[config.mk]
export PLATFORM = sky130hd
export DESIGN_NAME = cpuif_prio_filter
export DESIGN_NICKNAME = d
export VERILOG_FILES = /design/src/rtl/cpuif_pkg.sv /design/src/rtl/cpuif_cfg_regs.sv /design/src/rtl/cpuif_run_stack.sv /design/src/rtl/cpuif_qualify.sv /design/src/rtl/cpuif_prio_filter.sv
export SDC_FILE = /design/constraint.sdc
export NUM_CORES = 1
export LEC_CHECK = 0
export BUFFER_PORTS_ARGS = -buffer_cell sky130_fd_sc_hd__buf_2
export CAP_MARGIN = 30
export CORE_UTILIZATION = 32
export CTS_CLUSTER_DIAMETER = 150
export DETAILED_ROUTE_END_ITERATION = 10
export PLACE_DENSITY = 0.52
export SLEW_MARGIN = 10
export SYNTH_ARGS = -nofsm -noshare
export SYNTH_HDL_FRONTEND = slang
export SYNTH_SLANG_ARGS = --single-unit
[constraint.sdc]
create_clock -name clk -period 10.9 [get_ports clk]
set_clock_uncertainty 0.05 [all_clocks]
set_input_delay 1.635 -clock clk [delete_from_list [all_inputs] [get_ports clk]]
set_output_delay 1.635 -clock clk [all_outputs]
set_load 0.02 [all_outputs]
[src/rtl/cpuif_pkg.sv]
package cpuif_pkg;

  localparam int unsigned PRIO_W = 8;

  typedef enum logic [2:0] {
    ADDR_MASK = 3'd0,
    ADDR_BP0  = 3'd1,
    ADDR_BP1  = 3'd2,
    ADDR_CTRL = 3'd3,
    ADDR_ACK  = 3'd4,
    ADDR_EOI  = 3'd5,
    ADDR_RUN  = 3'd6
  } reg_addr_e;

  typedef struct packed {
    logic shared_bp;
    logic g1_en;
    logic g0_en;
    logic if_en;
  } ctrl_t;

  localparam logic [PRIO_W-1:0] IDLE_PRIO = 8'hFF;

  // Clear the subpriority bits below the binary point.
  function automatic logic [PRIO_W-1:0] group_part(input logic [PRIO_W-1:0] p,
                                                   input logic [2:0] bp);
    return p & (8'hFF << bp);
  endfunction

endpackage

[src/rtl/cpuif_cfg_regs.sv]
module cpuif_cfg_regs
  import cpuif_pkg::*;
#(
  parameter int unsigned PRIO_BITS = 5
) (
  input  logic              clk,
  input  logic              rst_n,
  input  logic              wr_en,
  input  logic [2:0]        addr,
  input  logic [7:0]        wdata,
  output logic [PRIO_W-1:0] mask,
  output logic [2:0]        bp0,
  output logic [2:0]        bp1,
  output ctrl_t             ctrl
);

  localparam logic [PRIO_W-1:0] IMPL = 8'hFF << (PRIO_W - PRIO_BITS);

  logic [PRIO_W-1:0] mask_d;
  logic [2:0]        bp0_d, bp1_d;
  ctrl_t             ctrl_d;

  always_comb begin
    mask_d = mask;
    bp0_d  = bp0;
    bp1_d  = bp1;
    ctrl_d = ctrl;
    if (wr_en) begin
      case (addr)
        ADDR_MASK: mask_d = wdata & IMPL;
        ADDR_BP0:  bp0_d  = wdata[2:0];
        ADDR_BP1:  bp1_d  = wdata[2:0];
        ADDR_CTRL: ctrl_d = ctrl_t'(wdata[3:0]);
        default: ;
      endcase
    end
  end

  always_ff @(posedge clk or negedge rst_n) begin
    if (!rst_n) begin
      mask <= IMPL;
      bp0  <= '0;
      bp1  <= '0;
      ctrl <= '0;
    end else begin
      mask <= mask_d;
      bp0  <= bp0_d;
      bp1  <= bp1_d;
      ctrl <= ctrl_d;
    end
  end


  mask_low_zero_chk: assert property (@(posedge clk) disable iff (!rst_n)
    (mask & ~IMPL) == '0);

endmodule

[src/rtl/cpuif_run_stack.sv]
module cpuif_run_stack
  import cpuif_pkg::*;
#(
  parameter int unsigned DEPTH = 4
) (
  input  logic              clk,
  input  logic              rst_n,
  input  logic              push,
  input  logic              pop,
  input  logic [PRIO_W-1:0] push_prio,
  output logic [PRIO_W-1:0] top,
  output logic              empty,
  output logic              full
);

  localparam int unsigned CW = $clog2(DEPTH + 1);

  logic [CW-1:0]     count_q, count_d;
  logic [PRIO_W-1:0] entry_q [DEPTH];

  assign empty = (count_q == '0);
  assign full  = (count_q == CW'(DEPTH));
  assign top   = empty ? IDLE_PRIO : entry_q[count_q - 1'b1];

  always_comb begin
    count_d = count_q;
    if (push && !full)       count_d = count_q + 1'b1;
    else if (pop && !empty)  count_d = count_q - 1'b1;
  end

  always_ff @(posedge clk or negedge rst_n) begin
    if (!rst_n) count_q <= '0;
    else        count_q <= count_d;
  end

  for (genvar g = 0; g < DEPTH; g++) begin : g_entry
    logic load;
    assign load = push && !full && (count_q == CW'(g));
    always_ff @(posedge clk or negedge rst_n) begin
      if (!rst_n)    entry_q[g] <= IDLE_PRIO;
      else if (load) entry_q[g] <= push_prio;
    end
  end


  no_push_full_chk: assert property (@(posedge clk) disable iff (!rst_n)
    push |-> !full);

  depth_bound_chk: assert property (@(posedge clk) disable iff (!rst_n)
    count_q <= CW'(DEPTH));

  no_pop_empty_chk: assert property (@(posedge clk) disable iff (!rst_n)
    pop |-> !empty);

endmodule

[src/rtl/cpuif_qualify.sv]
module cpuif_qualify
  import cpuif_pkg::*;
#(
  parameter int unsigned PRIO_BITS = 5
) (
  input  logic              cand_valid,
  input  logic [PRIO_W-1:0] cand_prio,
  input  logic              cand_grp,
  input  logic [PRIO_W-1:0] mask,
  input  logic [2:0]        bp0,
  input  logic [2:0]        bp1,
  input  ctrl_t             ctrl,
  input  logic [PRIO_W-1:0] run_top,
  input  logic              run_empty,
  input  logic              run_full,
  output logic [PRIO_W-1:0] cand_trunc,
  output logic              fire
);

  localparam logic [PRIO_W-1:0] IMPL = 8'hFF << (PRIO_W - PRIO_BITS);

  logic       grp_on, below_mask, preempts;
  logic [2:0] bp_sel;

  assign cand_trunc = cand_prio & IMPL;
  assign grp_on     = ctrl.if_en && (cand_grp ? ctrl.g1_en : ctrl.g0_en);
  assign bp_sel     = (cand_grp && !ctrl.shared_bp) ? bp1 : bp0;
  assign below_mask = cand_trunc < mask;
  assign preempts   = run_empty ||
                      (group_part(cand_trunc, bp_sel) < group_part(run_top, bp_sel));
  assign fire       = cand_valid && grp_on && below_mask && preempts && !run_full;

endmodule

[src/rtl/cpuif_prio_filter.sv]
module cpuif_prio_filter
  import cpuif_pkg::*;
#(
  parameter int unsigned PRIO_BITS   = 5,
  parameter int unsigned STACK_DEPTH = 4,
  parameter int unsigned ID_W        = 10,
  parameter int unsigned DATA_W      = 16
) (
  input  logic              clk,
  input  logic              rst_n,
  input  logic              cand_valid_i,
  input  logic [ID_W-1:0]   cand_id_i,
  input  logic [7:0]        cand_prio_i,
  input  logic              cand_grp_i,
  input  logic              reg_wr_i,
  input  logic              reg_rd_i,
  input  logic [2:0]        reg_addr_i,
  input  logic [DATA_W-1:0] reg_wdata_i,
  output logic [DATA_W-1:0] reg_rdata_o,
  output logic              irq_o,
  output logic              ack_pulse_o,
  output logic [ID_W-1:0]   ack_id_o,
  output logic              eoi_pulse_o,
  output logic [ID_W-1:0]   eoi_id_o
);

  localparam logic [ID_W-1:0] SPURIOUS = '1;

  logic [PRIO_W-1:0] mask, run_top, cand_trunc;
  logic [2:0]        bp0, bp1;
  ctrl_t             ctrl;
  logic              run_empty, run_full, fire;
  logic              ack_rd, eoi_wr, push, pop;
  logic [DATA_W-1:0] rdata_sel, rdata_d, rdata_q;
  logic [ID_W-1:0]   ack_id_d, ack_id_q, eoi_id_d, eoi_id_q;
  logic              irq_q, ack_q, eoi_q;

  cpuif_cfg_regs #(.PRIO_BITS(PRIO_BITS)) regs_i (
    .clk   (clk),
    .rst_n (rst_n),
    .wr_en (reg_wr_i),
    .addr  (reg_addr_i),
    .wdata (reg_wdata_i[7:0]),
    .mask  (mask),
    .bp0   (bp0),
    .bp1   (bp1),
    .ctrl  (ctrl)
  );

  cpuif_qualify #(.PRIO_BITS(PRIO_BITS)) qual_i (
    .cand_valid (cand_valid_i),
    .cand_prio  (cand_prio_i),
    .cand_grp   (cand_grp_i),
    .mask       (mask),
    .bp0        (bp0),
    .bp1        (bp1),
    .ctrl       (ctrl),
    .run_top    (run_top),
    .run_empty  (run_empty),
    .run_full   (run_full),
    .cand_trunc (cand_trunc),
    .fire       (fire)
  );

  cpuif_run_stack #(.DEPTH(STACK_DEPTH)) stack_i (
    .clk       (clk),
    .rst_n     (rst_n),
    .push      (push),
    .pop       (pop),
    .push_prio (cand_trunc),
    .top       (run_top),
    .empty     (run_empty),
    .full      (run_full)
  );

  assign ack_rd = reg_rd_i && (reg_addr_i == ADDR_ACK);
  assign eoi_wr = reg_wr_i && (reg_addr_i == ADDR_EOI);
  assign push   = ack_rd && fire;
  assign pop    = eoi_wr && !run_empty;

  always_comb begin
    case (reg_addr_i)
      ADDR_MASK: rdata_sel = DATA_W'(mask);
      ADDR_BP0:  rdata_sel = DATA_W'(bp0);
      ADDR_BP1:  rdata_sel = DATA_W'(bp1);
      ADDR_CTRL: rdata_sel = DATA_W'(ctrl);
      ADDR_ACK:  rdata_sel = DATA_W'(fire ? cand_id_i : SPURIOUS);
      ADDR_RUN:  rdata_sel = DATA_W'(run_top);
      default:   rdata_sel = '0;
    endcase
    rdata_d  = reg_rd_i ? rdata_sel : rdata_q;
    ack_id_d = push ? cand_id_i : ack_id_q;
    eoi_id_d = pop ? reg_wdata_i[ID_W-1:0] : eoi_id_q;
  end

  always_ff @(posedge clk or negedge rst_n) begin
    if (!rst_n) begin
      rdata_q  <= '0;
      irq_q    <= 1'b0;
      ack_q    <= 1'b0;
      eoi_q    <= 1'b0;
      ack_id_q <= '0;
      eoi_id_q <= '0;
    end else begin
      rdata_q  <= rdata_d;
      irq_q    <= fire;
      ack_q    <= push;
      eoi_q    <= pop;
      ack_id_q <= ack_id_d;
      eoi_id_q <= eoi_id_d;
    end
  end

  assign reg_rdata_o = rdata_q;
  assign irq_o       = irq_q;
  assign ack_pulse_o = ack_q;
  assign ack_id_o    = ack_id_q;
  assign eoi_pulse_o = eoi_q;
  assign eoi_id_o    = eoi_id_q;


  ack_id_match_chk: assert property (@(posedge clk) disable iff (!rst_n)
    ack_pulse_o |-> (reg_rdata_o == DATA_W'(ack_id_o)));

  spurious_read_chk: assert property (@(posedge clk) disable iff (!rst_n)
    (ack_rd && !fire) |=> (!ack_pulse_o && reg_rdata_o == DATA_W'(SPURIOUS)));

  eoi_source_chk: assert property (@(posedge clk) disable iff (!rst_n)
    eoi_pulse_o |-> $past(reg_wr_i && reg_addr_i == ADDR_EOI));

  irq_needs_cand_chk: assert property (@(posedge clk) disable iff (!rst_n)
    irq_o |-> $past(cand_valid_i && (cand_trunc < mask)));

endmodule

==> impl_metrics.env <==
export IMPL_violations="design-rule violations"
export IMPL_p_int_mw=0.611
export IMPL_insertion_delay_ns=0.32
export IMPL_num_vias=2688
export IMPL_seqPwrFrac_pct=40.0
export IMPL_clkSinkCount=75
export IMPL_setup_violations=0
export IMPL_cp_arrival_ns=4.73
export IMPL_synthDominantCellAreaShare_pct=30.3
export IMPL_swShare_pct=30.9
export IMPL_hold_start="ack_id_o[9]$_DFFE_PN0N_"
export IMPL_port_buffers=66
export IMPL_numCtsBuffers=9
export IMPL_worstSetupPathType="input pin to flip-flop"
export IMPL_powerDensity_nw_per_um2=193
export IMPL_fp_row_count=39
export IMPL_drt_iter0_drc=192
export IMPL_hold_class="flip-flop to flip-flop"
export IMPL_fmax_mhz=221
export IMPL_cp_start_kind="input pin"
export IMPL_avgRoutedWirePerCell_um=15.8
export IMPL_worst_pin_slew_ns=0.855
export IMPL_die_x_um=111
export IMPL_avgSynthCellArea_um2=11.5
export IMPL_cts_tree="yes"
export IMPL_final_cell_mix="buf_2, nand2_1, dfrtp_1"
export IMPL_peakVddDrop_mv=0.0952
export IMPL_core_area_um2=11500
export IMPL_final_max_slew_viol_count=0
export IMPL_leakage_nw=2.15
export IMPL_finalCriticalPeriod_ns=4.53
export IMPL_num_io_pins=82
export IMPL_drc=13
export IMPL_cts_htree_levels=3
export IMPL_postRouteAntennaNets=0
export IMPL_rsz0062_at_grt="no"
export IMPL_dpl_instance_area_um2=4250
export IMPL_timing_rr_start="stack_i.count_q[0]$_DFFE_PN0P_"
export IMPL_synthArstFlopShare_pct=100
export IMPL_overflow=0
export IMPL_wl_um=8670
export IMPL_cp_max_fo=6
export IMPL_endpoint_kind="flip-flop"
export IMPL_die_h_um=111
export IMPL_vias_per_cell=4.91
export IMPL_synth_ff_type="dfrtp_1"
export IMPL_holdBufCountCts=0
export IMPL_grt_pass1_vias=2656
export IMPL_maxSlewHeadroom_pct=42.9
export IMPL_p_comb_share_pct=26.8
export IMPL_design_area_um2=4590
export IMPL_drive_gt1_share_pct=42.7
export IMPL_clockBufferDepth=2
export IMPL_grt_max_degree=76
export IMPL_antenna_found_initial=0
export IMPL_synth_edff_count=0
export IMPL_hold_viol=0
export IMPL_synthTopCellsByArea="dfrtp_1, dfstp_2, mux2_2, nand2_1, ha_1"
export IMPL_grtUsageTotal_pct=15.2
export IMPL_first_pass_iters=7
export IMPL_hpwlAfterDp_um=6250
export IMPL_cts_resized_gates=0
export IMPL_holdPathStages=2
export IMPL_start_util_pct=33.0
export IMPL_clockPowerShare_pct=33.2
export IMPL_reg2reg_slack_ns=6.52
export IMPL_reg2reg_depth=12
export IMPL_routabilityCongestion=0.861
export IMPL_reg2reg_to="stack_i.entry_q[3]$_DFFE_PN1P_"
export IMPL_fillers=1168
export IMPL_power_total_mw=0.884
export IMPL_yosysSeqAreaShare_pct=50.4
export IMPL_synth_seq_cells=75
export IMPL_postCtsSetupBuffers=0
export IMPL_area_growth_pct=20.8
export IMPL_maxCapViolCount=0
export IMPL_cts_clk_slew_worst_paths_ns=0.06
export IMPL_synthCells=331
export IMPL_yosysWarnings=0
export IMPL_die_area_um2=12300
export IMPL_status="finished with violations"
export IMPL_grt_pass1_wl_um=14300
export IMPL_nNetsFinal=458
export IMPL_worstPathRequired_ns=11.10
export IMPL_netlist_cell_type_count=46
export IMPL_min_period_over_period_pct=41.6
export IMPL_hold_end="ack_id_o[9]$_DFFE_PN0N_"
export IMPL_cts_root_buf="clkbuf_16"
export IMPL_syn_cell_area_um2=3800
export IMPL_n_antenna_cell=0
export IMPL_p_sw_mw=0.274
export IMPL_yosysTopAreaCell="dfrtp_1"
export IMPL_fin_setup_tns_ns=0
export IMPL_layout_commonest_cell="buf_2"
==> through the flow <==
stage          util (%)  hold WS [ns]  cells  setup slack, ns
6_report           39.9         0.407    548             6.37
5_1_grt            39.9         0.433    548             6.20
4_1_cts            39.5         0.415    546             5.97
3_5_place_dp       36.9         0.403    530             5.61
3_3_place_gp       36.9         0.395    530             5.69
2_1_floorplan         -         0.408    336             6.78
==> power groups by stage <==
stage / logic, mW / clock network [mW] / registers [mW]
2_1_floorplan: 0.154 / 0 / 0.371
3_3_place_gp: 0.233 / 0 / 0.357
3_5_place_dp: 0.236 / 0 / 0.358
4_1_cts: 0.237 / 0.307 / 0.354
5_1_grt: 0.260 / 0.317 / 0.359
6_report: 0.237 / 0.294 / 0.353
==> synth_stat cells (2+ instances only) <==
cell type and instances:
clkbuf_1 8, mux2i_1 6, nand3_2 2, o21a_1 2
xnor2_1 2, or2_2 3, dfrtp_1 46, nor3_1 2
ha_1 15, nand2b_1 2, buf_2 3, a31oi_1 2
and2_1 7, and4b_1 2, inv_1 9, or3_1 2
buf_4 7, o211ai_1 3, nand2_1 57, nor2_1 12
a222oi_1 4, a21oi_1 4, mux2_2 44, mux4_2 5
o21ai_0 18, a22oi_1 6, nor2b_1 3, nand3_1 9
dfstp_2 29
==> cells by family after synthesis <==
logic type	count (synthesis)	synth area share (%)
DFF	75	50.4
and+or+nand+nor	106	13.4
AOI/OAI and AO/OA	49	9.32
other	1	0.0987
buffers and inverters	27	3.46
adders and majority gates	15	4.94
muxes	56	18.0
xor gates and xnor gates	2	0.461
==> worst max-delay path by stage <==
stage                     from                        endpoint
global placement    cand_grp_i  stack_i.entry_q[5]$_DFFE_PN1P_
CTS                 cand_grp_i  stack_i.entry_q[3]$_DFFE_PN1P_
finish              cand_grp_i  stack_i.entry_q[3]$_DFFE_PN1P_
detailed placement  cand_grp_i  stack_i.entry_q[3]$_DFFE_PN1P_
global route        cand_grp_i  stack_i.entry_q[3]$_DFFE_PN1P_
floorplan           cand_grp_i  stack_i.entry_q[3]$_DFFE_PN1P_
==> layout make-up <==
type	count	area [µm²]	area share, %
sequential	75	1910	41.7
multi-input combinational	234	1770	38.6
timing repair buffer	71	392	8.53
clock buffer	14	264	5.75
tap	143	179	3.90
clock inverter	2	35.0	0.763
inverter	9	33.8	0.736
==> worst max-delay path, cell delays in order <==
cell,delay (ns)
buf_2,0.13
nand2b_4,0.10
mux2i_1,0.31
a21oi_1,0.14
or2_2,0.31
ha_1,0.29
a21oi_1,0.16
or2_2,0.12
a31oi_1,0.16
a2111oi_4,0.62
nand2_1,0.36
mux2_2,0.37
==> registers in the layout, summed over array words and instances (netlist names) <==
name	flops
stack_i.entry_q	24
ack_id_o	10
eoi_id_o	10
reg_rdata_o	10
regs_i.mask	5
regs_i.ctrl	4
regs_i.bp0	3
regs_i.bp1	3
stack_i.count_q	3
ack_pulse_o	1
eoi_pulse_o	1
irq_o	1
==> per-layer routing <==
layer	routed length (µm)	vias to the layer above	global-route usage [%]	share of wire, %
met4	47	0	5.57	0.54
met1	4260	1307	21.2	49
met3	395	2	3.83	4.6
met2	3970	75	22.6	46
met5	0	-	0	0
li1	-	1304	-	-
Note: power is estimated with default switching activity, not from simulation.
